$ cat config.mk
export PLATFORM = sky130hd
export DESIGN_NAME = wdog_core
export DESIGN_NICKNAME = d
export VERILOG_FILES = /design/src/rtl/wdog_pkg.sv /design/src/rtl/wdog_arm.sv /design/src/rtl/wdog_prescale.sv /design/src/rtl/wdog_count.sv /design/src/rtl/wdog_regs.sv /design/src/rtl/wdog_core.sv
export SDC_FILE = /design/constraint.sdc
export NUM_CORES = 1
export LEC_CHECK = 0
export ABC_AREA = 1
export BUFFER_PORTS_ARGS = -buffer_cell sky130_fd_sc_hd__clkbuf_2
export CAP_MARGIN = 20
export CORE_MARGIN = 5
export CORE_UTILIZATION = 25
export DETAILED_ROUTE_END_ITERATION = 7
export GPL_TIMING_DRIVEN = 0
export PLACE_DENSITY = 0.37
export SLEW_MARGIN = 10
export SYNTH_ARGS = -nofsm -noshare
export SYNTH_HDL_FRONTEND = slang
export SYNTH_SLANG_ARGS = --single-unit
$ cat constraint.sdc
create_clock -name clk -period 2 [get_ports clk]
set_input_delay 0.2 -clock clk [delete_from_list [all_inputs] [get_ports clk]]
set_output_delay 0.2 -clock clk [all_outputs]
set_load 0.005 [all_outputs]
$ cat src/rtl/wdog_pkg.sv
package wdog_pkg;

  typedef enum logic {
    ARM_IDLE   = 1'b0,
    ARM_PRIMED = 1'b1
  } arm_state_e;

endpackage

$ cat src/rtl/wdog_arm.sv
module wdog_arm
  import wdog_pkg::*;
#(
  parameter int DATA_W      = 8,
  parameter int PRIME_BIT   = 0,
  parameter int CONFIRM_BIT = 1
) (
  input  logic              clk,
  input  logic              rst,
  input  logic              wr,
  input  logic              kick_sel,
  input  logic [DATA_W-1:0] wdata,
  output logic              refresh_o
);

  arm_state_e state_q;

  assign refresh_o = wr && kick_sel && wdata[CONFIRM_BIT] && (state_q == ARM_PRIMED);

  always_ff @(posedge clk) begin
    if (rst) begin
      state_q <= ARM_IDLE;
    end else if (wr) begin
      if (refresh_o) begin
        state_q <= ARM_IDLE;
      end else if (kick_sel && wdata[PRIME_BIT]) begin
        state_q <= ARM_PRIMED;
      end else begin
        state_q <= ARM_IDLE;
      end
    end
  end

endmodule

$ cat src/rtl/wdog_prescale.sv
module wdog_prescale #(
  parameter int PRE_LOG2 = 4
) (
  input  logic clk,
  input  logic rst,
  input  logic clear,
  input  logic slow,
  output logic tick_o
);

  generate
    if (PRE_LOG2 == 0) begin : g_none
      assign tick_o = 1'b1;
    end else begin : g_div
      localparam logic [PRE_LOG2-1:0] PRE_MAX = '1;
      logic [PRE_LOG2-1:0] pre_q;

      always_ff @(posedge clk) begin
        if (rst || clear) begin
          pre_q <= '0;
        end else begin
          pre_q <= pre_q + 1'b1;
        end
      end

      assign tick_o = slow ? (pre_q == PRE_MAX) : 1'b1;
    end
  endgenerate

endmodule

$ cat src/rtl/wdog_count.sv
module wdog_count #(
  parameter int HI_W    = 7,
  parameter int LO_W    = 8,
  parameter int RST_CYC = 2
) (
  input  logic                 clk,
  input  logic                 rst,
  input  logic                 tick,
  input  logic                 refresh,
  input  logic [HI_W-1:0]      high,
  output logic                 expire_o,
  output logic                 hold_o,
  output logic [HI_W+LO_W-1:0] cnt_o,
  output logic [HI_W+LO_W-1:0] load_o
);

  localparam int CNT_W  = HI_W + LO_W;
  localparam int LEFT_W = $clog2(RST_CYC + 1);
  localparam logic [CNT_W-1:0]  CNT_MAX  = '1;
  localparam logic [LEFT_W-1:0] LEFT_INI = LEFT_W'(RST_CYC);

  logic [CNT_W-1:0]  cnt_q;
  logic [LEFT_W-1:0] left_q;

  assign load_o   = {high, {LO_W{1'b0}}};
  assign hold_o   = (left_q != '0);
  assign expire_o = !hold_o && !refresh && tick && (cnt_q == CNT_MAX);
  assign cnt_o    = cnt_q;

  always_ff @(posedge clk) begin
    if (rst) begin
      cnt_q  <= '0;
      left_q <= '0;
    end else if (hold_o) begin
      cnt_q  <= load_o;
      left_q <= left_q - 1'b1;
    end else if (refresh) begin
      cnt_q <= load_o;
    end else if (expire_o) begin
      cnt_q  <= load_o;
      left_q <= LEFT_INI;
    end else if (tick) begin
      cnt_q <= cnt_q + 1'b1;
    end
  end

endmodule

$ cat src/rtl/wdog_regs.sv
module wdog_regs #(
  parameter int                ADDR_W      = 8,
  parameter int                DATA_W      = 8,
  parameter int                HI_W        = 7,
  parameter int                FLAG_BIT    = 6,
  parameter logic [ADDR_W-1:0] RELOAD_ADDR = 8'h86,
  parameter logic [ADDR_W-1:0] STAT_ADDR   = 8'hA9,
  parameter logic [ADDR_W-1:0] KICK_ADDR   = 8'hA8
) (
  input  logic              clk,
  input  logic              rst,
  input  logic              wr,
  input  logic              rd,
  input  logic [ADDR_W-1:0] addr,
  input  logic [DATA_W-1:0] wdata,
  input  logic              expire,
  output logic [DATA_W-1:0] rdata_o,
  output logic              slow_o,
  output logic [HI_W-1:0]   high_o,
  output logic              flag_o,
  output logic              kick_sel_o
);

  logic [DATA_W-1:0] reload_q;
  logic [DATA_W-1:0] stat_q;
  logic [DATA_W-1:0] stat_view;

  assign slow_o     = reload_q[HI_W];
  assign high_o     = reload_q[HI_W-1:0];
  assign flag_o     = stat_q[FLAG_BIT];
  assign kick_sel_o = (addr == KICK_ADDR);
  assign stat_view  = stat_q;

  always_ff @(posedge clk) begin
    if (rst) begin
      reload_q <= '0;
    end else if (wr && addr == RELOAD_ADDR) begin
      reload_q <= wdata;
    end
  end

  always_ff @(posedge clk) begin
    if (rst) begin
      stat_q <= '0;
    end else begin
      if (wr && addr == STAT_ADDR) begin
        for (int b = 0; b < DATA_W; b++) begin
          if (b != FLAG_BIT) stat_q[b] <= wdata[b];
        end
      end
      if (expire) begin
        stat_q[FLAG_BIT] <= 1'b1;
      end else if (wr && addr == STAT_ADDR && !wdata[FLAG_BIT]) begin
        stat_q[FLAG_BIT] <= 1'b0;
      end
    end
  end

  always_ff @(posedge clk) begin
    if (rst) begin
      rdata_o <= '0;
    end else if (rd) begin
      if (addr == RELOAD_ADDR)    rdata_o <= reload_q;
      else if (addr == STAT_ADDR) rdata_o <= stat_view;
      else                        rdata_o <= '0;
    end
  end

endmodule

$ cat src/rtl/wdog_core.sv
module wdog_core #(
  parameter int                ADDR_W      = 8,
  parameter int                DATA_W      = 8,
  parameter int                HI_W        = 7,
  parameter int                LO_W        = 8,
  parameter int                PRE_LOG2    = 4,
  parameter int                RST_CYC     = 2,
  parameter int                FLAG_BIT    = 6,
  parameter int                PRIME_BIT   = 0,
  parameter int                CONFIRM_BIT = 1,
  parameter logic [ADDR_W-1:0] RELOAD_ADDR = 8'h86,
  parameter logic [ADDR_W-1:0] STAT_ADDR   = 8'hA9,
  parameter logic [ADDR_W-1:0] KICK_ADDR   = 8'hA8
) (
  input  logic              clk,
  input  logic              rst,
  input  logic [ADDR_W-1:0] sfr_addr,
  input  logic [DATA_W-1:0] sfr_wdata,
  input  logic              sfr_wr,
  input  logic              sfr_rd,
  output logic [DATA_W-1:0] sfr_rdata,
  output logic              wd_reset_o
);

  localparam int CNT_W = HI_W + LO_W;

  logic             expire;
  logic             hold;
  logic             refresh;
  logic             tick;
  logic             slow;
  logic             flag_q;
  logic             kick_sel;
  logic [HI_W-1:0]  high;
  logic [CNT_W-1:0] cnt_q;
  logic [CNT_W-1:0] load_val;

  wdog_regs #(
    .ADDR_W(ADDR_W), .DATA_W(DATA_W), .HI_W(HI_W), .FLAG_BIT(FLAG_BIT),
    .RELOAD_ADDR(RELOAD_ADDR), .STAT_ADDR(STAT_ADDR), .KICK_ADDR(KICK_ADDR)
  ) u_regs (
    .clk(clk), .rst(rst), .wr(sfr_wr), .rd(sfr_rd), .addr(sfr_addr),
    .wdata(sfr_wdata), .expire(expire), .rdata_o(sfr_rdata), .slow_o(slow),
    .high_o(high), .flag_o(flag_q), .kick_sel_o(kick_sel)
  );

  wdog_arm #(
    .DATA_W(DATA_W), .PRIME_BIT(PRIME_BIT), .CONFIRM_BIT(CONFIRM_BIT)
  ) u_arm (
    .clk(clk), .rst(rst), .wr(sfr_wr), .kick_sel(kick_sel),
    .wdata(sfr_wdata), .refresh_o(refresh)
  );

  wdog_prescale #(.PRE_LOG2(PRE_LOG2)) u_pre (
    .clk(clk), .rst(rst), .clear(refresh | expire | hold), .slow(slow), .tick_o(tick)
  );

  wdog_count #(.HI_W(HI_W), .LO_W(LO_W), .RST_CYC(RST_CYC)) u_cnt (
    .clk(clk), .rst(rst), .tick(tick), .refresh(refresh), .high(high),
    .expire_o(expire), .hold_o(hold), .cnt_o(cnt_q), .load_o(load_val)
  );

  assign wd_reset_o = hold;

endmodule

==> results of run 1 <==
layer usage:
layer  track usage (%)  vias to the layer above
met5                 0                        -
li1                  -                     1085
met3              2.36                        8
met4              3.89                        0
met2              16.8                       22
met1              15.4                      935
cells by family (layout without fill, tap and decap cells):
| logic type | count (synthesis) | count (layout) | share of synthesized area, % |
|---|---|---|---|
| XOR/XNOR | 5 | 5 | 1.98 |
| AO/OA/AOI/OAI | 63 | 63 | 15.0 |
| buffers and inverters | 49 | 84 | 8.95 |
| flip-flops | 46 | 46 | 41.7 |
| AND/OR/NAND/NOR | 148 | 148 | 30.1 |
| adder cells (fa/ha/maj) | 4 | 4 | 2.27 |
sequential cells by signal, indices dropped and copies added (netlist names):
signal and flops:
u_cnt.left_q 2, u_arm.state_q 1, u_pre.g_div.pre_q 4, u_regs.reload_q 8, u_regs.stat_q 8, u_regs.rdata_o 8
u_cnt.cnt_o 15
through the flow:
step           hold slack (ns)  total power [W]  cell area, um2
5_1_grt                  0.157          0.00257            2590
3_5_place_dp             0.444          0.00170            2480
6_report                 0.146          0.00241            2590
4_1_cts                  0.139          0.00245            2590
2_1_floorplan            0.347          0.00153            2210
3_3_place_gp             0.435          0.00170            2480
what timing repair did:
item                                   CTS  global route
endpoints found under the hold margin    0             0
setup endpoints to repair                0            10
gates resized for setup                  0             1
setup buffers                            0             0
layout by cell type (no fill, tap or decap), types with 2 or more instances in the layout:
cell	synthesis	final
nor2_2	4	4
a31oi_1	4	4
nand3_2	2	2
nand4_1	4	4
clkbuf_8	0	5
nor3_1	6	6
inv_1	38	38
nand3_1	18	18
o22ai_1	4	4
clkbuf_1	3	3
ha_1	4	4
dfxtp_1	46	46
xor2_1	4	4
nor2_4	2	2
nand2_1	75	75
o21ai_0	21	21
buf_2	5	4
a21oi_1	31	31
nor2_1	27	27
or2_2	2	2
nand2_2	5	5
clkbuf_2	0	27
how the worst max path moves through the flow:
stage	startpoint	endpoint	cells after the start
4_1_cts	u_pre.g_div.pre_q[0]$_SDFF_PP0_	u_cnt.cnt_o[7]$_SDFFE_PP0P_	11
3_5_place_dp	u_pre.g_div.pre_q[0]$_SDFF_PP0_	u_cnt.cnt_o[4]$_SDFFE_PP0P_	11
3_3_place_gp	u_pre.g_div.pre_q[0]$_SDFF_PP0_	u_cnt.cnt_o[7]$_SDFFE_PP0P_	11
5_1_grt	u_pre.g_div.pre_q[0]$_SDFF_PP0_	u_cnt.cnt_o[7]$_SDFFE_PP0P_	11
2_1_floorplan	u_pre.g_div.pre_q[0]$_SDFF_PP0_	u_cnt.cnt_o[12]$_SDFFE_PP0P_	13
6_report	u_pre.g_div.pre_q[0]$_SDFF_PP0_	u_cnt.cnt_o[7]$_SDFFE_PP0P_	11
cells in the mapped netlist:
library cell	n	area [um2]
nand2_1	75	282
dfxtp_1	46	921
inv_1	38	143
a21oi_1	31	155
nor2_1	27	101
o21ai_0	21	105
nand3_1	18	90.1
nor3_1	6	30.0
buf_2	5	25.0
nand2_2	5	31.3
a31oi_1	4	25.0
ha_1	4	50.1
nand4_1	4	25.0
nor2_2	4	25.0
o22ai_1	4	25.0
xor2_1	4	35.0
clkbuf_1	3	11.3
nand3_2	2	20.0
nor2_4	2	22.5
or2_2	2	12.5
a211oi_1	1	7.51
a21oi_2	1	8.76
and3_1	1	6.26
buf_1	1	3.75
buf_6	1	11.3
inv_2	1	3.75
nand3b_1	1	7.51
nor4_2	1	12.5
o21ai_1	1	5.00
xnor2_1	1	8.76
worst reg2reg max path: stages (launching register included):
cell,delay [ns]
dfxtp_1,0.37
ha_1,0.18
nand2_1,0.05
inv_1,0.06
nand2_1,0.06
nand2_1,0.13
nand2_1,0.11
nor2_4,0.22
nor2_2,0.08
nand2_1,0.15
clkbuf_4,0.25
nor2_1,0.06
power groups by stage:
stage	sequential [W]	clock [W]	combinational [W]
floorplan	0.00109	0	0.000437
global placement	0.00111	0	0.000590
detailed placement	0.00111	0	0.000593
CTS	0.00109	0.000767	0.000592
global route	0.00110	0.000786	0.000680
finish	0.00109	0.000736	0.000582
layout make-up:
type,instances,area (um2),area share (%)
Buffer,10,53.8,2.07
Clock buffer,5,68.8,2.65
Clock inverter,3,43.8,1.69
Inverter,39,146,5.64
Multi-Input combinational cell,220,1090,42.0
Sequential cell,46,921,35.5
Tap cell,108,135,5.21
Timing Repair Buffer,27,135,5.21
==> results_dict.tcl, run 1 <==
set metrics [dict create \
    max_freq_mhz 550 \
    grt_remaining_overflow 0 \
    clock_latency_ns 0.31 \
    stdcell_count 458 \
    crit_buf_inv 2 \
    p_int_w 0.00161 \
    htreeDepth 2 \
    diodes 0 \
    crit_type "register to register" \
    period_needed_ns 1.82 \
    ant_nets 0 \
    die_x_um 104 \
    hold_class "primary input to register" \
    path_clk_slew_ns 0.10 \
    max_stage_delay_ns 0.37 \
    cts_buffer_depth 2 \
    finClkSkew_ns 0.00720 \
    setup_slack_ns 0.183 \
    rsz0062_at_grt "false" \
    cts_tree "yes" \
    slew_violations 0 \
    met2_length_mm 2.57 \
    path_cells "ha_1 > nand2_1 > inv_1 > nand2_1 > nand2_1 > nand2_1 > nor2_4 > nor2_2 > nand2_1 > clkbuf_4 > nor2_1" \
    slew_headroom_pct 65.1 \
    setup_tns_ns 0 \
    cts.sinks 46 \
    drt_iter0_drc 64 \
    wl_per_cell_um 13.0 \
    cts_hold_buffers 0 \
    grt_pass1_wl_mm 9.78 \
    first_pass_iters 4 \
    syn_to_final_growth_pct 17.4 \
    vias 2050 \
    switching_share_pct 32.9 \
    setup-violations-final 0 \
    top_layer "met4" \
    dp_slack_ns 0.127 \
    routed_wl_mm 5.93 \
    hold_viol_final 0 \
    viasPerCell 4.48 \
    fin_nets 373 \
    gp_congestion 0.723 \
    ios 29 \
    root_buffer "clkbuf_8" \
    grt_max_degree 16 \
    clock_power_share_pct 30.6 \
    finalCoreUtilization_pct 29.9 \
    max-vdd-ir-drop_v 0.000438 \
    track_usage_pct 11.1 \
    syn_inst 315 \
    cts_buffers 5 \
    r2r_end "u_cnt.cnt_o[7]$_SDFFE_PP0P_" \
    wl_met1_mm 3.13 \
    port_buffers 27 \
    grt_pass1_vias 2038 \
    r2r_setup_slack_ns 0.18 \
    required_ns 2.20 \
    p_leak_nw 1.07 \
    synth_warnings 0 \
    combPwrFrac_pct 24.2 \
    crit_top_cell "nand2_1" \
    worstHoldStart "sfr_wdata[2]" \
    p_per_area_nw_per_um2 927 \
    seqPwrFrac_pct 45.2 \
    worstPathMaxFanout 10 \
    endpoint_kind "register" \
    std_cell_rows 34 \
    die_h_um 104 \
    postSynthAreaPerCell_um2 7.01 \
    cp.arrival_ns 2.02 \
    drc 0 \
    timing.rr.start "u_pre.g_div.pre_q[0]$_SDFF_PP0_" \
    reg2reg_depth 11 \
    power.switching_w 0.000792 \
    synth.distinct_cells 30 \
    synth_nets 339 \
    ys_seq_elements 46 \
    design.die.area_um2 10800 \
    max-cap-violations 0 \
    whs_endpoint "u_regs.stat_q[2]$_SDFFE_PP0P_" \
    status "complete, no violations" \
    hold_depth 3 \
    core_um2 8680 \
    start_util_pct 25.5 \
    fill_cells 1007 \
    hpwl_mm 4.61 \
    start_kind "register" \
    worst_pin_slew_ns 0.523 \
    fin_crit_sh_pct 90.9 \
    antenna_found_initial 0 \
    dr_wl_met3_um 139 \
    cpMaxStageDelayCell "dfxtp_1" \
    seq_area_frac_synth_pct 41.7 \
    critPathTopFamily "simple AND/OR/NAND/NOR gates" \
    drive_gt1_share_pct 16.9 \
    dp_cells 450 \
    synth_area_um2 2210 \
]
No activity file was read; power rests on OpenSTA's default activity.
==> run 2, diff against run 1 <==
- clock period: 2 -> 1.9 ns (I/O delays scaled with it)
==> run 2 against run 1 <==
  * Largest power group unchanged
  * Power grew 5.3%
  * Highest routed layer unchanged
  * Combinational power grew 5.3%
  * Setup slack gained 0.0042 ns
  * Die area is the same
==> results_dict.tcl, run 2 (synthesis gave the netlist of run 1 again) <==
set metrics [dict create \
    grt_max_degree 16 \
    required_ns 2.11 \
    final_cell_mix "75 x nand2_1, 46 x dfxtp_1, 38 x inv_1, 31 x a21oi_1" \
    fin_crit_sh_pct 90.2 \
    cp.arrival_ns 1.92 \
    ant_nets 0 \
    wl_per_cell_um 12.9 \
    root_buffer "clkbuf_8" \
    hpwl_mm 4.61 \
    switching_share_pct 33.0 \
    dp_cells 450 \
    path_clk_slew_ns 0.10 \
    critPathTopFamily "simple AND/OR/NAND/NOR gates" \
    rsz0062_at_grt "false" \
    finClkSkew_ns 0.00633 \
    gp_congestion 0.723 \
    max_freq_mhz 584 \
    antenna_found_initial 0 \
    htreeDepth 2 \
    slew_headroom_pct 65.9 \
    clock_latency_ns 0.31 \
    slew_violations 0 \
    die_h_um 104 \
    drt_iter0_drc 73 \
    std_cell_rows 34 \
    core_um2 8680 \
    cts_buffer_depth 2 \
    p_leak_nw 1.08 \
    start_kind "register" \
    setup_tns_ns 0 \
    cts_buffers 5 \
    p_per_area_nw_per_um2 973 \
    die_x_um 104 \
    max_stage_delay_ns 0.38 \
    crit_type "register to register" \
    layout_commonest_cell "nand2_1" \
    clock_power_share_pct 30.6 \
    r2r_setup_slack_ns 0.19 \
    cts_tree "yes" \
    first_pass_iters 4 \
    total_power_w 0.00253 \
    track_usage_pct 11.1 \
    max-cap-violations 0 \
    seqPwrFrac_pct 45.2 \
    ios 29 \
    grt_pass1_vias 2038 \
    diodes 0 \
    stdcell_count 459 \
    design.die.area_um2 10800 \
    power.switching_w 0.000835 \
    grt_pass1_wl_mm 9.78 \
    viasPerCell 4.48 \
    cpMaxStageDelayCell "dfxtp_1" \
    path_cells "ha_1 > nand3_2 > nor2_4 > nand3_2 > nor2_4 > nor2_2 > nand2_1 > clkbuf_4 > nor2_1" \
    p_int_w 0.00170 \
    cts_hold_buffers 0 \
    status "complete, no violations" \
    regArea_um2 921 \
    period_needed_ns 1.71 \
    fin_nets 374 \
    endpoint_kind "register" \
    syn_to_final_growth_pct 17.8 \
    worstPathMaxFanout 10 \
    worst_pin_slew_ns 0.512 \
    fill_cells 1005 \
    vias 2056 \
    drive_gt1_share_pct 17.1 \
    finalCoreUtilization_pct 30.0 \
    combPwrFrac_pct 24.2 \
    max-vdd-ir-drop_v 0.000462 \
    crit_buf_inv 1 \
    hold_viol_final 0 \
    hold_class "primary input to register" \
    multi_input_area_um2 1090 \
    grt_remaining_overflow 0 \
    routed_wl_mm 5.92 \
    largest_reg_flops 15 \
    start_util_pct 25.5 \
    port_buffers 27 \
    drc 0 \
    cts.sinks 46 \
    setup-violations-final 0 \
]
-- run 2: cell types whose count changed in the layout (fill, tap and decap cells not counted), sizes merged --
cell  delta
buf      +1
-- run 2: per-stage QoR --
step | setup slack, ns | hold WS [ns] | area [um2]
floorplan | 0.410 | 0.337 | 2210
global placement | 0.0201 | 0.435 | 2480
detailed placement | 0.0274 | 0.444 | 2480
CTS | 0.00763 | 0.129 | 2590
global route | 0.0334 | 0.147 | 2600
finish | 0.187 | 0.136 | 2600
-- run 2: layer usage --
metal / track usage (%) / vias to the layer above / wire length [um]
met5: 0 / - / 0
li1: - / 1085 / -
met2: 16.8 / 24 / 2560
met4: 3.89 / 0 / 96
met3: 2.36 / 8 / 141
met1: 15.4 / 939 / 3120
-- run 2: worst paths after layout --
kind	cells after the start	to	startpoint
max	9	u_cnt.cnt_o[7]$_SDFFE_PP0P_	u_cnt.cnt_o[0]$_SDFFE_PP0P_
min	3	u_regs.stat_q[2]$_SDFFE_PP0P_	sfr_wdata[2]
max reg2reg	9	u_cnt.cnt_o[7]$_SDFFE_PP0P_	u_cnt.cnt_o[0]$_SDFFE_PP0P_
min reg2reg	1	u_pre.g_div.pre_q[0]$_SDFF_PP0_	u_pre.g_div.pre_q[0]$_SDFF_PP0_
-- run 2: cell type report --
class | count | share of cell area [%]
multi-input combinational | 220 | 41.9
sequential | 46 | 35.4
inverter | 39 | 5.62
timing repair buffer | 28 | 5.48
tap | 108 | 5.19
clock buffer | 5 | 2.64
buffer | 10 | 2.07
clock inverter | 3 | 1.68
-- run 2: power groups by stage --
| stage | clock [W] | sequential [W] | combinational, W |
|---|---|---|---|
| 6_report | 0.000774 | 0.00114 | 0.000613 |
| 5_1_grt | 0.000827 | 0.00116 | 0.000716 |
| 4_1_cts | 0.000807 | 0.00115 | 0.000623 |
| 3_5_place_dp | 0 | 0.00117 | 0.000624 |
| 3_3_place_gp | 0 | 0.00117 | 0.000621 |
| 2_1_floorplan | 0 | 0.00115 | 0.000460 |
-- run 2: repair_timing --
action,4_1_cts,5_1_grt
setup endpoints to repair,0,13
buffers inserted,0,1
resized for setup,0,1
-- run 2: worst register-to-register path, stage by stage, from the launching register on --
cell,delay (ns)
dfxtp_1,0.38
ha_1,0.23
nand3_2,0.12
nor2_4,0.12
nand3_2,0.09
nor2_4,0.14
nor2_2,0.06
nand2_1,0.15
clkbuf_4,0.25
nor2_1,0.06
==> run 3, diff against run 2 <==
- BUFFER_PORTS_ARGS: -buffer_cell sky130_fd_sc_hd__clkbuf_2 -> unset
- DONT_BUFFER_PORTS: unset -> 1
- HOLD_SLACK_MARGIN: unset -> 0.1
- PLACE_DENSITY: 0.37 -> 0.38
==> run 3 against run 2 <==
  * Critical path depth rose by 1
  * Utilization shrank 0.48 points
  * Critical endpoint is now u_cnt.cnt_o[9]$_SDFFE_PP0P_
  * Die area unchanged
  * Critical path type unchanged
  * Final cell count down 3.3%
  * Combinational power down 5.4%
  * Final area shrank 1.6%
  * Largest power group unchanged
==> results_dict.tcl, run 3 (synthesis gave the netlist of run 1 again) <==
set metrics [dict create \
    total_power_w 0.00236 \
    grt_remaining_overflow 0 \
    core_um2 8680 \
    wl_per_cell_um 13.0 \
    p_leak_nw 1.00 \
    slew_violations 0 \
    ios 29 \
    std_cell_rows 34 \
    p_per_area_nw_per_um2 920 \
    timing.rr.start "u_cnt.cnt_o[0]$_SDFFE_PP0P_" \
    vias 1985 \
    root_buffer "clkbuf_8" \
    cp.arrival_ns 1.87 \
    port_buffers 0 \
    drt_iter0_drc 81 \
    crit_type "register to register" \
    die_x_um 104 \
    required_ns 2.10 \
    cts.sinks 46 \
    track_usage_pct 10.9 \
    cpMaxStageDelayCell "dfxtp_1" \
    drive_gt1_share_pct 10.1 \
    setup-violations-final 0 \
    first_pass_iters 4 \
    worst_pin_slew_ns 0.518 \
    reg2reg_depth 10 \
    layout_commonest_cell "nand2_1" \
    max-vdd-ir-drop_v 0.000425 \
    crit_buf_inv 2 \
    cp_num_cells 10 \
    crit_start "u_cnt.cnt_o[0]$_SDFFE_PP0P_" \
    max_freq_mhz 598 \
    max_stage_delay_ns 0.37 \
    r2r_end "u_cnt.cnt_o[9]$_SDFFE_PP0P_" \
    endpoint_kind "register" \
    start_kind "register" \
    fin_nets 359 \
    drc 0 \
    hold_depth 2 \
    antenna_found_initial 0 \
    final_cell_mix "75 x nand2_1, 46 x dfxtp_1, 38 x inv_1, 31 x a21oi_1, 27 x nor2_1" \
    hold_class "primary input to register" \
    period_needed_ns 1.67 \
    start_util_pct 25.5 \
    cts_buffers 5 \
    die_h_um 104 \
    diodes 0 \
    grt_max_degree 14 \
    finClkSkew_ns 0.0106 \
    gp_congestion 0.755 \
    rsz0062_at_grt "false" \
    worstPathMaxFanout 6 \
    path_clk_slew_ns 0.09 \
    ant_nets 0 \
    cts_buffer_depth 2 \
    clock_latency_ns 0.30 \
    design.die.area_um2 10800 \
    fin_crit_sh_pct 87.9 \
    status "complete, no violations" \
    max-cap-violations 0 \
    cts_tree "yes" \
    path_cells "ha_1 > nand3_2 > nor2_4 > nand3_2 > nor2_4 > buf_4 > buf_4 > nor3_1 > nor2_1 > nor2_1" \
    grt_pass1_wl_mm 9.76 \
    hpwl_mm 4.35 \
    routed_wl_mm 5.79 \
    critPathTopFamily "simple AND/OR/NAND/NOR gates" \
    viasPerCell 4.47 \
    slew_headroom_pct 65.5 \
    setup_tns_ns 0 \
    setup.worst_path.end "u_cnt.cnt_o[9]$_SDFFE_PP0P_" \
    fill_cells 1003 \
    syn_to_final_growth_pct 15.9 \
    hold_viol_final 0 \
    grt_pass1_vias 1886 \
    r2r_setup_slack_ns 0.23 \
    htreeDepth 2 \
    largest_reg_flops 15 \
]
[run 3: cell count changes in the layout (fill, tap and decap cells not counted), sizes merged]
cell / delta
dlygate4sd3: +10
bufinv: -1
buf: +2
inv: -1
clkbuf: -25
[run 3: worst min-delay path by stage]
stage / from / to / slack, ns
CTS: sfr_wdata[6] / u_regs.stat_q[6]$_SDFFE_PP0P_ / 0.10
finish: sfr_wdata[6] / u_regs.stat_q[6]$_SDFFE_PP0P_ / 0.11
global placement: sfr_wdata[2] / u_regs.stat_q[2]$_SDFFE_PP0P_ / 0.34
global route: sfr_wdata[0] / u_regs.stat_q[0]$_SDFFE_PP0P_ / 0.11
floorplan: sfr_wdata[2] / u_regs.stat_q[2]$_SDFFE_PP0P_ / 0.34
detailed placement: sfr_wdata[2] / u_regs.stat_q[2]$_SDFFE_PP0P_ / 0.34
[run 3: through the flow]
| step | utilization [%] | worst slack [ns] | hold slack [ns] | cells | instance area, um2 |
|---|---|---|---|---|---|
| 3_5_place_dp | 27.0 | 0.127 | 0.345 | 423 | 2340 |
| 6_report | 29.5 | 0.229 | 0.106 | 444 | 2560 |
| 3_3_place_gp | 27.0 | 0.109 | 0.343 | 423 | 2340 |
| 2_1_floorplan | - | 0.410 | 0.337 | 315 | 2210 |
| 5_1_grt | 29.5 | 0.0494 | 0.109 | 444 | 2560 |
| 4_1_cts | 29.2 | 0.111 | 0.101 | 441 | 2540 |
[run 3: timing repair]
item / CTS / global route
setup endpoints to repair: 0 / 16
buffers inserted: 0 / 3
gates resized for setup: 0 / 1
hold buffers: 10 / 0
hold endpoints to repair: 19 / 0
[run 3: power breakdown]
group          leakage, nW  total [W]  switching, W  internal (W)
clock               0.0482   0.000633      0.000338      0.000295
sequential           0.373    0.00114     0.0000766       0.00107
combinational        0.580   0.000580      0.000357      0.000223
[run 3: cell type report]
type	instances	area, um2	share of cell area, %
buffer	10	53.8	2.10
clock buffer	7	86.3	3.37
clock inverter	1	5.00	0.195
inverter	39	146	5.72
multi-input combinational	220	1090	42.6
sequential	46	921	36.0
tap	108	135	5.28
timing repair buffer	13	123	4.79
[run 3: routing by layer]
metal  track usage, %  routed length (um)  share of wire (%)
met5                0                   0                  0
met4             2.50                  30               0.52
met3             2.48                 216                3.7
met2             15.9                2460                 43
met1             16.1                3080                 53
